### src/rtl/spi_cmd_pkg.sv
package spi_cmd_pkg;
  localparam int CMD_W  = 8;
  localparam int ADDR_W = 3;
  localparam int SEL_W  = 3;

  typedef enum logic [3:0] {
    TG_NONE   = 4'd0,
    TG_STAT   = 4'd1,
    TG_OUTCTL = 4'd2,
    TG_OCLVL  = 4'd3,
    TG_TIMING = 4'd4,
    TG_DIRIN  = 4'd5,
    TG_SLEW   = 4'd6,
    TG_WDOG   = 4'd7,
    TG_SUPPLY = 4'd8,
    TG_NOP    = 4'd9,
    TG_TEST   = 4'd10
  } target_e;

  localparam int N_TGT = 11;

  typedef struct packed {
    logic       out_req;
    logic       sense_en;
    logic [2:0] oc_low;
    logic       oc_high;
    logic [1:0] blank;
    logic       cd_dis;
    logic       ol_dis;
    logic       din_dis;
    logic [2:0] slew;
    logic [1:0] wd;
    logic       uv_dis;
    logic       ov_dis;
  } cfg_t;

  localparam cfg_t CFG_RST = '0;

  // Map a command word onto the register it targets.
  function automatic target_e classify(input logic [CMD_W-1:0] w);
    logic [ADDR_W-1:0] a;
    a = w[6:4];
    unique case (a)
      3'b000:  return TG_STAT;
      3'b001:  return TG_OUTCTL;
      3'b010:  return TG_OCLVL;
      3'b011:  return TG_TIMING;
      3'b100:  return TG_DIRIN;
      3'b101:  return w[7] ? TG_WDOG   : TG_SLEW;
      3'b110:  return w[7] ? TG_SUPPLY : TG_NOP;
      default: return TG_TEST;
    endcase
  endfunction

  // Build the readback byte for a selector value.
  function automatic logic [CMD_W-1:0] rb_image(input cfg_t c,
                                                input logic [SEL_W-1:0] sel,
                                                input logic [CMD_W-1:0] stat);
    unique case (sel)
      3'd0:    return stat;
      3'd1:    return {6'b0, c.sense_en, c.out_req};
      3'd2:    return {4'b0, c.oc_high, c.oc_low};
      3'd3:    return {4'b0, c.ol_dis, c.cd_dis, c.blank};
      3'd4:    return {6'b0, c.din_dis, 1'b0};
      3'd5:    return {5'b0, c.slew};
      3'd6:    return {6'b0, c.wd};
      default: return {6'b0, c.uv_dis, c.ov_dis};
    endcase
  endfunction
endpackage

### src/rtl/spi_cmd_decode.sv
module spi_cmd_decode
  import spi_cmd_pkg::*;
(
  input  logic [CMD_W-1:0] cmd_word,
  input  logic             cmd_valid,
  output logic [N_TGT-1:0] tgt_we,
  output logic             ocr_bad
);
  target_e tgt;

  always_comb tgt = classify(cmd_word);

  for (genvar i = 0; i < N_TGT; i++) begin : g_we
    assign tgt_we[i] = cmd_valid && (tgt == target_e'(4'(i)));
  end

  assign ocr_bad = |cmd_word[3:2];
endmodule

### src/rtl/spi_cmd_regs.sv
module spi_cmd_regs
  import spi_cmd_pkg::*;
(
  input  logic             clk,
  input  logic             rst_n,
  input  logic [N_TGT-1:0] tgt_we,
  input  logic             ocr_bad,
  input  logic [CMD_W-1:0] data,
  output cfg_t             cfg_q,
  output logic [SEL_W-1:0] rb_sel_q,
  output logic             wd_feed,
  output logic             proto_err
);
  logic feed_bit_q;
  logic ocr_accept;
  logic feed_toggle;

  assign ocr_accept  = tgt_we[TG_OUTCTL] && !ocr_bad;
  assign feed_toggle = ocr_accept && (data[7] != feed_bit_q);

  always_ff @(posedge clk or negedge rst_n) begin
    if (!rst_n) begin
      cfg_q      <= CFG_RST;
      rb_sel_q   <= '0;
      feed_bit_q <= 1'b0;
      wd_feed    <= 1'b0;
      proto_err  <= 1'b0;
    end else begin
      wd_feed   <= feed_toggle;
      proto_err <= tgt_we[TG_OUTCTL] && ocr_bad;
      if (tgt_we[TG_STAT]) rb_sel_q <= data[2:0];
      if (ocr_accept) begin
        cfg_q.out_req  <= data[0];
        cfg_q.sense_en <= data[1];
        feed_bit_q     <= data[7];
      end
      if (tgt_we[TG_OCLVL]) begin
        cfg_q.oc_low  <= data[2:0];
        cfg_q.oc_high <= data[3];
      end
      if (tgt_we[TG_TIMING]) begin
        cfg_q.blank  <= data[1:0];
        cfg_q.cd_dis <= data[2];
        cfg_q.ol_dis <= data[3];
      end
      if (tgt_we[TG_DIRIN])  cfg_q.din_dis <= data[1];
      if (tgt_we[TG_SLEW])   cfg_q.slew    <= data[2:0];
      if (tgt_we[TG_WDOG])   cfg_q.wd      <= data[1:0];
      if (tgt_we[TG_SUPPLY]) begin
        cfg_q.uv_dis <= data[1];
        cfg_q.ov_dis <= data[0];
      end
    end
  end

  // a rejected output-control write leaves output and sense untouched
  a_r4_reject_holds: assert property (@(posedge clk) disable iff (!rst_n)
    proto_err |-> (cfg_q.out_req == $past(cfg_q.out_req)) &&
                  (cfg_q.sense_en == $past(cfg_q.sense_en)));

  // a feed pulse always follows an accepted output-control write
  a_r5_feed_source: assert property (@(posedge clk) disable iff (!rst_n)
    wd_feed |-> $past(tgt_we[TG_OUTCTL] && !ocr_bad));

  // with no write enable raised, configuration and selector hold
  a_r13_idle_hold: assert property (@(posedge clk) disable iff (!rst_n)
    (tgt_we == '0) |=> $stable(cfg_q) && $stable(rb_sel_q));

  // a status command leaves configuration unchanged
  a_r11_stat_no_cfg: assert property (@(posedge clk) disable iff (!rst_n)
    tgt_we[TG_STAT] |=> $stable(cfg_q));

  // test-address writes leave configuration unchanged
  a_r12_test_ignored: assert property (@(posedge clk) disable iff (!rst_n)
    tgt_we[TG_TEST] |=> $stable(cfg_q) && $stable(rb_sel_q));

  // no-action writes leave configuration unchanged
  a_r10_nop_ignored: assert property (@(posedge clk) disable iff (!rst_n)
    tgt_we[TG_NOP] |=> $stable(cfg_q));
endmodule

### src/rtl/spi_cmd_readback.sv
module spi_cmd_readback
  import spi_cmd_pkg::*;
(
  input  cfg_t             cfg_q,
  input  logic [SEL_W-1:0] rb_sel_q,
  input  logic [CMD_W-1:0] status_word,
  output logic [CMD_W-1:0] rb_byte
);
  always_comb rb_byte = rb_image(cfg_q, rb_sel_q, status_word);
endmodule

### src/rtl/spi_cmd_regbank.sv
module spi_cmd_regbank
  import spi_cmd_pkg::*;
(
  input  logic       clk,
  input  logic       rst_n,
  input  logic [7:0] cmd_word,
  input  logic       cmd_valid,
  input  logic [7:0] status_word,
  output logic       out_req,
  output logic       sense_en,
  output logic [2:0] oc_low_sel,
  output logic       oc_high_sel,
  output logic [1:0] blank_sel,
  output logic       blank_dis,
  output logic       openload_dis,
  output logic       in_pin_en,
  output logic [2:0] slew_sel,
  output logic [1:0] wd_sel,
  output logic       uv_dis,
  output logic       ov_dis,
  output logic       wd_feed,
  output logic       proto_err,
  output logic [7:0] rb_byte
);
  logic [N_TGT-1:0] tgt_we;
  logic             ocr_bad;
  cfg_t             cfg_q;
  logic [SEL_W-1:0] rb_sel_q;

  spi_cmd_decode u_dec (
    .cmd_word (cmd_word),
    .cmd_valid(cmd_valid),
    .tgt_we   (tgt_we),
    .ocr_bad  (ocr_bad)
  );

  spi_cmd_regs u_regs (
    .clk      (clk),
    .rst_n    (rst_n),
    .tgt_we   (tgt_we),
    .ocr_bad  (ocr_bad),
    .data     (cmd_word),
    .cfg_q    (cfg_q),
    .rb_sel_q (rb_sel_q),
    .wd_feed  (wd_feed),
    .proto_err(proto_err)
  );

  spi_cmd_readback u_rb (
    .cfg_q      (cfg_q),
    .rb_sel_q   (rb_sel_q),
    .status_word(status_word),
    .rb_byte    (rb_byte)
  );

  assign out_req      = cfg_q.out_req;
  assign sense_en     = cfg_q.sense_en;
  assign oc_low_sel   = cfg_q.oc_low;
  assign oc_high_sel  = cfg_q.oc_high;
  assign blank_sel    = cfg_q.blank;
  assign blank_dis    = cfg_q.cd_dis;
  assign openload_dis = cfg_q.ol_dis;
  assign in_pin_en    = !cfg_q.din_dis;
  assign slew_sel     = cfg_q.slew;
  assign wd_sel       = cfg_q.wd;
  assign uv_dis       = cfg_q.uv_dis;
  assign ov_dis       = cfg_q.ov_dis;

  // a command reaches at most one register
  a_r2_one_target: assert property (@(posedge clk) disable iff (!rst_n)
    $onehot0(tgt_we));

  // nothing is written without the strobe
  a_r2_needs_valid: assert property (@(posedge clk) disable iff (!rst_n)
    !cmd_valid |-> (tgt_we == '0));

  // error and feed pulses never coincide
  a_r4_err_no_feed: assert property (@(posedge clk) disable iff (!rst_n)
    !(proto_err && wd_feed));
endmodule

### config.mk
export PLATFORM = sky130hd
export DESIGN_NAME = spi_cmd_regbank
export DESIGN_NICKNAME = d
export VERILOG_FILES = /design/src/rtl/spi_cmd_pkg.sv /design/src/rtl/spi_cmd_decode.sv /design/src/rtl/spi_cmd_regs.sv /design/src/rtl/spi_cmd_readback.sv /design/src/rtl/spi_cmd_regbank.sv
export SDC_FILE = /design/constraint.sdc
export NUM_CORES = 1
export LEC_CHECK = 0
export CORE_ASPECT_RATIO = 1.1
export CORE_MARGIN = 2
export CORE_UTILIZATION = 30
export CTS_CLUSTER_DIAMETER = 50
export DETAILED_ROUTE_END_ITERATION = 10
export DONT_BUFFER_PORTS = 1
export SLEW_MARGIN = 25
export SYNTH_ARGS = -nofsm -noshare
export SYNTH_HDL_FRONTEND = slang
export SYNTH_SLANG_ARGS = --single-unit
export TNS_END_PERCENT = 50
### constraint.sdc
create_clock -name clk -period 2.84 [get_ports clk]
set_input_delay 0.284 -clock clk [delete_from_list [all_inputs] [get_ports clk]]
set_output_delay 0.284 -clock clk [all_outputs]
set_load 0.01 [all_outputs]
==> results of run 1 <==
==> layout make-up <==
class | instances | area (um2) | area share (%)
sequential | 24 | 601 | 45.6
multi-input combinational | 69 | 583 | 44.3
tap | 52 | 65.1 | 4.94
clock buffer | 4 | 55.1 | 4.18
inverter | 2 | 7.51 | 0.570
timing repair buffer | 1 | 5.00 | 0.380
==> worst max-delay path by stage <==
| stage | startpoint | slack, ns | cells past startpoint | end |
|---|---|---|---|---|
| after floorplan | u_regs.rb_sel_q[2]$_DFFE_PN0P_ | 1.23 | 5 | rb_byte[0] |
| after global placement | u_regs.rb_sel_q[1]$_DFFE_PN0P_ | 1.19 | 3 | rb_byte[0] |
| after detailed placement | u_regs.rb_sel_q[1]$_DFFE_PN0P_ | 1.15 | 3 | rb_byte[0] |
| after CTS | u_regs.rb_sel_q[1]$_DFFE_PN0P_ | 0.85 | 3 | rb_byte[0] |
| after global routing | u_regs.rb_sel_q[1]$_DFFE_PN0P_ | 0.76 | 3 | rb_byte[0] |
| final | u_regs.rb_sel_q[1]$_DFFE_PN0P_ | 0.85 | 3 | rb_byte[0] |
==> cell usage after synthesis, drive strengths merged, types with 2 or more instances <==
library cell | instances | area (um2)
mux2 | 25 | 293
dfrtp | 24 | 601
buf | 10 | 75.1
nor2 | 8 | 30.0
nor3 | 5 | 25.0
and2 | 4 | 25.0
clkbuf | 4 | 15.0
nand2b | 3 | 26.3
a21oi | 2 | 10.0
a22oi | 2 | 15.0
inv | 2 | 7.51
mux2i | 2 | 20.0
nand2 | 2 | 7.51
nand3 | 2 | 10.0
nand3b | 2 | 15.0
o21ai | 2 | 10.0
==> state kept, by name (all words and copies together) (netlist names) <==
register           cells
u_regs.cfg_q          18
u_regs.feed_bit_q      1
u_regs.proto_err       1
u_regs.rb_sel_q        3
u_regs.wd_feed         1
==> per-stage QoR <==
stage | util [%] | hold slack (ns) | std cells
3_3_place_gp | 31.2 | -0.0106 | 147
2_1_floorplan | - | -0.0116 | 109
3_5_place_dp | 31.2 | -0.0107 | 147
6_report | 32.7 | -0.00629 | 152
5_1_grt | 32.7 | 0.0300 | 152
4_1_cts | 32.8 | 0.159 | 152
==> power groups by stage <==
stage                     logic (uW)  clock network (uW)  registers, uW
after floorplan                  267                   0            470
after global placement           196                   0            540
after detailed placement         203                   0            542
after CTS                        212                 234            535
after global routing             229                 246            550
final                            207                 228            534
==> cell usage in the layout (no fill, tap or decap), types with 2 or more instances in the layout <==
| cell type | count |
|---|---|
| a21oi_1 | 2 |
| a22oi_1 | 2 |
| and2_1 | 4 |
| clkbuf_8 | 4 |
| dfrtp_1 | 24 |
| inv_1 | 2 |
| mux2_2 | 22 |
| mux2_4 | 3 |
| mux2i_1 | 2 |
| nand2_1 | 2 |
| nand2b_1 | 2 |
| nand3_1 | 2 |
| nand3b_1 | 2 |
| nor2_1 | 8 |
| nor3_1 | 5 |
| o21ai_0 | 2 |
==> critical path: cells and delay by family (launching register included) <==
kind / cells / cell delay (ns)
DFF: 1 / 0.62
AOI/OAI and AO/OA: 1 / 0.18
muxes: 1 / 0.57
and+or+nand+nor: 1 / 0.08
==> kinds of logic after synthesis <==
kind of cell | Yosys count | share of synthesized area [%]
simple gates | 29 | 13.0
mux | 28 | 26.2
buf+inv | 16 | 7.62
xor+xnor | 1 | 0.684
compound gates | 11 | 5.66
flops | 24 | 46.9
==> what timing repair did <==
| item | in CTS | in global routing |
|---|---|---|
| setup buffers | 0 | 0 |
| hold buffers | 1 | 0 |
| hold endpoints to repair | 24 | 0 |
==> metal layers <==
metal / vias to the layer above / share of wire [%]
li1: 367 / -
met1: 402 / 36
met4: 0 / 1.5
met2: 36 / 52
met3: 4 / 10
met5: - / 0
==> qor.yml, run 1 <==
dr.pass1.iters: 4
fin_crit_sh_pct: 70.1
synthToLayoutAreaGrowth_pct: 2.73
min_path_type: "in2async"
p_total_uw: 969
fill_cells: 414
grt_use_met2_pct: 22.3
r2r_cells: 1
syn_nets: 128
cts.clk_slew.worst_paths_ns: 0.08
end_kind: "output port"
grt_pass1_wl_um: 4560
fmax_mhz: 502
setup_viol: 0
dpl.hpwl_um: 2250
avgRoutedWirePerCell_um: 19.2
timing.rr.end: "u_regs.rb_sel_q[2]$_DFFE_PN0P_"
grt.met3_usage_pct: 5.12
cts-buffers-inserted: 3
tightest_slew_ns: 0.534
placed_area_um2: 1260
core_area_um2: 4020
fin_setup_tns_ns: 0
ctsResizeCount: 0
powerDensity_nw_per_um2: 736
slew_viol_final: 0
cts-root-buf: "clkbuf_8"
dominantRegCellSynth: "dfrtp_1"
antenna_found_initial: 0
cellLeakagePower_uw: 0.000551
worstSkewPairLatency_ns: 0.26
fin_skew_ns: 0.0000457
critPathArrivalTime_ns: 1.71
cpPeakStageDelay_ns: 0.62
critPathMaxFanout: 15
vias: 809
gp_congestion: 0.807
drcViolationCount: 0
synth-seq-cells: 24
layout-drive-gt1-share_pct: 33.0
drtIter0Drc: 24
nets: 120
rsz0062_at_grt: "no"
first_global_vias: 858
swShare_pct: 32.4
setup_slack_ns: 0.849
cap_violations: 0
via_per_inst: 5.32
top_usage_layer: "met2"
p_seq_share_pct: 55.1
hold_ws_ns: -0.00629
internal_power_uw: 655
crit_chain: "mux4_2, nand2_1, o21ai_0"
synth_cell_types: 28
run_status: "finished with violations"
power_frac_comb_pct: 21.4
io_pins: 47
fin_crit_ns: 1.99
io_buffers: 0
async_flop_share_pct: 100
max_slew_margin_pct: 64.4
start_util_pct: 31.8
final_area_um2: 1320
ir_drop_v: 0.000417
die_height_um: 72.5
grt_use_met1_pct: 13.6
cts_tree: "built"
rows: 24
routed_wl_um: 2920
die_area_um2: 4810
track_usage_pct: 12.6
yosysWarnings: 0
clock_path_buffers: 2
reg2reg_slack_ns: 1.83
critPathLaunchType: "register"
worstSetupPathType: "reg2out"
clock_power_share_pct: 23.5
cts.sinks: 24
n_antenna_cell: 0
dp_slack_ns: 1.15
timing.rr.start: "u_regs.rb_sel_q[2]$_DFFE_PN0P_"
synth.avg_cell_area_um2: 11.8
cpMaxStageDelayCell: "dfrtp_1"
synthCells: 109
syn_area_um2: 1280
synth-edff-count: 0
synth-seq-area-share_pct: 46.9
p_switching_uw: 314
hold_violations: 24
grt_max_degree: 25
htree_levels: 1
drtAntennaViolNets: 0
violations: "negative hold slack"
die_x_um: 66.3
worst_ep_required_time_ns: 2.56
grt-ovfl-total: 0
Note: power is estimated with default switching activity, not from simulation.
==> run 2: changes to the inputs <==
--- a/config.mk
+++ b/config.mk
@@ -5,6 +5,7 @@
 export SDC_FILE = /design/constraint.sdc
 export NUM_CORES = 1
 export LEC_CHECK = 0
+export ABC_AREA = 1
 export CORE_ASPECT_RATIO = 1.1
 export CORE_MARGIN = 2
 export CORE_UTILIZATION = 30
==> constraint.sdc (replaced) <==
create_clock -name clk -period 1.7 [get_ports clk]
set_input_delay 0.17 -clock clk [delete_from_list [all_inputs] [get_ports clk]]
set_output_delay 0.17 -clock clk [all_outputs]
set_load 0.01 [all_outputs]
==> run 2 against run 1 <==
The flow now finishes without violations. Global-route usage increased by 1.8 points. Routed wire length increased by 11%. Clock power increased by 43%. Via count increased by 33%. Clock-buffer cell count decreased by 1. Sequential power increased by 59%. Critical path depth increased by 3. Worst setup slack got worse by 0.71 ns. Combinational power increased by 43%. Power increased by 52%. Synthesized cell count increased by 54%. Synthesized area increased by 1.7%.
==> qor.yml, run 2 <==
run_status: "complete, no violations"
powerDensity_nw_per_um2: 1110  # +50%
setup_viol: 0  # unchanged
grt_max_degree: 25  # unchanged
crit_chain: "inv_2, nand2_1, nand3_1, nand2_1, nor2_1, nand3_1"
hold_path.startpoint: "cmd_valid"
layout-drive-gt1-share_pct: 8.81  # -24 points
syn_nets: 187  # +46%
hold_violations: 0  # -100%
post-cts-setup-buffers: 0  # unchanged
drtIter0Drc: 39  # +63%
end_kind: "output port"
antenna_found_initial: 0  # unchanged
routed_wl_um: 3240  # +11%
rsz0062_at_grt: "no"
fin_crit_sh_pct: 92.1
slew_viol_final: 0  # unchanged
track_usage_pct: 14.4  # +1.8 points
critPathLaunchType: "register"
final_area_um2: 1330  # +1.2%
async_flop_share_pct: 100  # unchanged
gp_congestion: 0.724  # -10%
io_pins: 47  # unchanged
fin_crit_ns: 1.57
synth_fa_ha_area_share_pct: 0  # unchanged
final_cell_mix: "38 x nand2_1, 21 x dfrtp_1, 19 x nor2_1"
largestRegisters: "u_regs.cfg_q: 18 flops, u_regs.rb_sel_q: 3 flops"
critPathMaxFanout: 12  # -3
fin_setup_tns_ns: 0  # unchanged
synth_top_family_by_area: "simple AND/OR/NAND/NOR gates"
synth.avg_cell_area_um2: 7.75  # -34%
synth_compound_area_share_pct: 8.84  # +3.2 points
dr.pass1.iters: 4  # unchanged
cts-root-buf: "clkbuf_8"
syn_area_um2: 1300  # +1.7%
nets: 180  # +50%
ir_drop_v: 0.000228  # -45%
via_per_inst: 5.06  # -5.0%
die_x_um: 66.8  # +0.78%
cts_tree: "built"
dominantRegCellSynth: "dfrtp_1"
yosysTopAreaCellShare_pct: 46.1  # -0.77 points
cap_violations: 0  # unchanged
cellLeakagePower_uw: 0.000634  # +15%
cts.sinks: 24  # unchanged
io_buffers: 0  # unchanged
synth_common_cells: "38 x nand2_1, 24 x dfrtp_1, 19 x nor2_1, 18 x inv_1, 17 x o21ai_0"
timing.rr.start: "u_regs.rb_sel_q[2]$_DFFE_PN0P_"
largest-register: "u_regs.cfg_q"
n_antenna_cell: 0  # unchanged
dpl.hpwl_um: 2520  # +12%
min_path_type: "in2reg"
synth-seq-area-share_pct: 46.1  # -0.77 points
cpMaxStageDelayCell: "dfrtp_2"
cts-buffers-inserted: 3  # unchanged
yosysMostFrequentCell: "nand2_1"
synthTopCellsByArea: "dfrtp_1 46%, nand2_1 11%, buf_4 7.5%, nand4_1 6.7%, o21ai_0 6.5%"
rows: 25  # +4.2%
grt_pass1_wl_um: 5290  # +16%
drtAntennaViolNets: 0  # unchanged
synth_area_leader_cell: "dfrtp_1"
tightest_slew_ns: 0.527  # -0.00783 ns
layout_commonest_cell: "nand2_1"
start_util_pct: 30.8  # -1.0 points
crit_buf_inv: 1  # +1
synth_xor_area_share_pct: 0.672  # -0.011 points
max_slew_margin_pct: 64.9  # +0.52 points
core_area_um2: 4220  # +4.9%
worstSetupPathType: "reg2out"
hold_ws_ns: 0.0174  # +0.0237 ns
synthSimpleGateAreaFrac_pct: 30.7  # +18 points
synthCells: 168  # +54%
drcViolationCount: 0  # unchanged
synthToLayoutAreaGrowth_pct: 2.31
worst_ep_required_time_ns: 1.53  # -1.03 ns
synth-edff-count: 0  # unchanged
first_global_vias: 1055  # +23%
critPathTopFamily: "flip-flops"
crit_path_start: "u_regs.rb_sel_q[2]$_DFFE_PN0P_"
fill_cells: 470  # +14%
grt-ovfl-total: 0  # unchanged
synth-seq-cells: 24  # unchanged
fin_skew_ns: 0.0000353  # -0.0000104 ns
cts.clk_slew.worst_paths_ns: 0.08  # about the same
vias: 1077  # +33%
cpPeakStageDelay_ns: 0.50  # -0.12 ns
muxShareOfSynthArea_pct: 0  # -26 points
htree_levels: 1  # unchanged
die_area_um2: 4890  # +1.6%
critPathArrivalTime_ns: 1.40  # -0.31 ns
fmax_mhz: 639
worstSkewPairLatency_ns: 0.26  # about the same
die_height_um: 73.1  # +0.78%
synth_cell_types: 18  # -36%
avgRoutedWirePerCell_um: 15.2  # -21%
placed_area_um2: 1270  # +0.90%
clock_path_buffers: 2  # unchanged
yosysWarnings: 0  # unchanged
largest_reg_flops: 18  # unchanged
[run 2: cell count changes in the layout (fill, tap and decap cells not counted), moves of 4 or more]
cell	previous run	this run
nand2_1	2	38
mux2_2	22	0
inv_1	2	18
o21ai_0	2	17
nand4_1	0	14
nor2_1	8	19
nand3_1	2	8
and2_1	4	0
nor3_1	5	1
[run 2: kinds of logic (layout without fill, tap and decap cells)]
kind of cell,after synthesis,in the layout
buffers and inverters,34,25
flip-flops,24,24
AO/OA/AOI/OAI,23,23
XOR/XNOR,1,1
AND/OR/NAND/NOR,86,86
[run 2: where the power goes]
part	switching, uW	internal (uW)	total (uW)
Clock	169	158	327
Combinational	196	100	297
Sequential	175	676	851
[run 2: area by class of cell]
| class | instances | area, um2 | share of cell area (%) |
|---|---|---|---|
| Inverter | 20 | 75.1 | 5.63 |
| Multi-Input combinational cell | 110 | 529 | 39.7 |
| Sequential cell | 24 | 604 | 45.4 |
| Tap cell | 54 | 67.6 | 5.07 |
| Timing Repair Buffer | 2 | 15.0 | 1.13 |
| Clock buffer | 3 | 41.3 | 3.10 |
[run 2: what timing repair did]
item,4_1_cts,5_1_grt
gates resized for setup,0,4
hold buffers,1,1
setup endpoints to repair,0,4
hold endpoints to repair,24,24
[run 2: worst paths after layout]
check | end | slack, ns | cells past startpoint
min reg2reg | u_regs.cfg_q[7]$_DFFE_PN0P_ | 0.50 | 2
min in group asynchronous | u_regs.cfg_q[10]$_DFFE_PN0P_ | 0.43 | 2
max reg2reg | u_regs.rb_sel_q[2]$_DFFE_PN0P_ | 0.90 | 2
max in group asynchronous | u_regs.rb_sel_q[2]$_DFFE_PN0P_ | 0.89 | 2
min | u_regs.proto_err$_DFF_PN0_ | 0.02 | 2
max | rb_byte[1] | 0.13 | 6
[run 2: metrics by stage]
| step | total power, uW | std cells | utilization [%] | setup WS [ns] |
|---|---|---|---|---|
| 2_1_floorplan | 1140 | 168 | - | 0.572 |
| 3_3_place_gp | 1140 | 208 | 30.0 | 0.309 |
| 3_5_place_dp | 1140 | 208 | 30.0 | 0.296 |
| 4_1_cts | 1480 | 212 | 31.2 | 0.00603 |
| 5_1_grt | 1580 | 213 | 31.6 | 0.0363 |
| 6_report | 1480 | 213 | 31.6 | 0.135 |
[run 2: layer usage]
metal / share of wire (%) / GRT usage, %
met1: 39 / 16.8
met2: 52 / 25.6
met3: 7.9 / 3.70
met4: 0.83 / 4.76
met5: 0 / 0
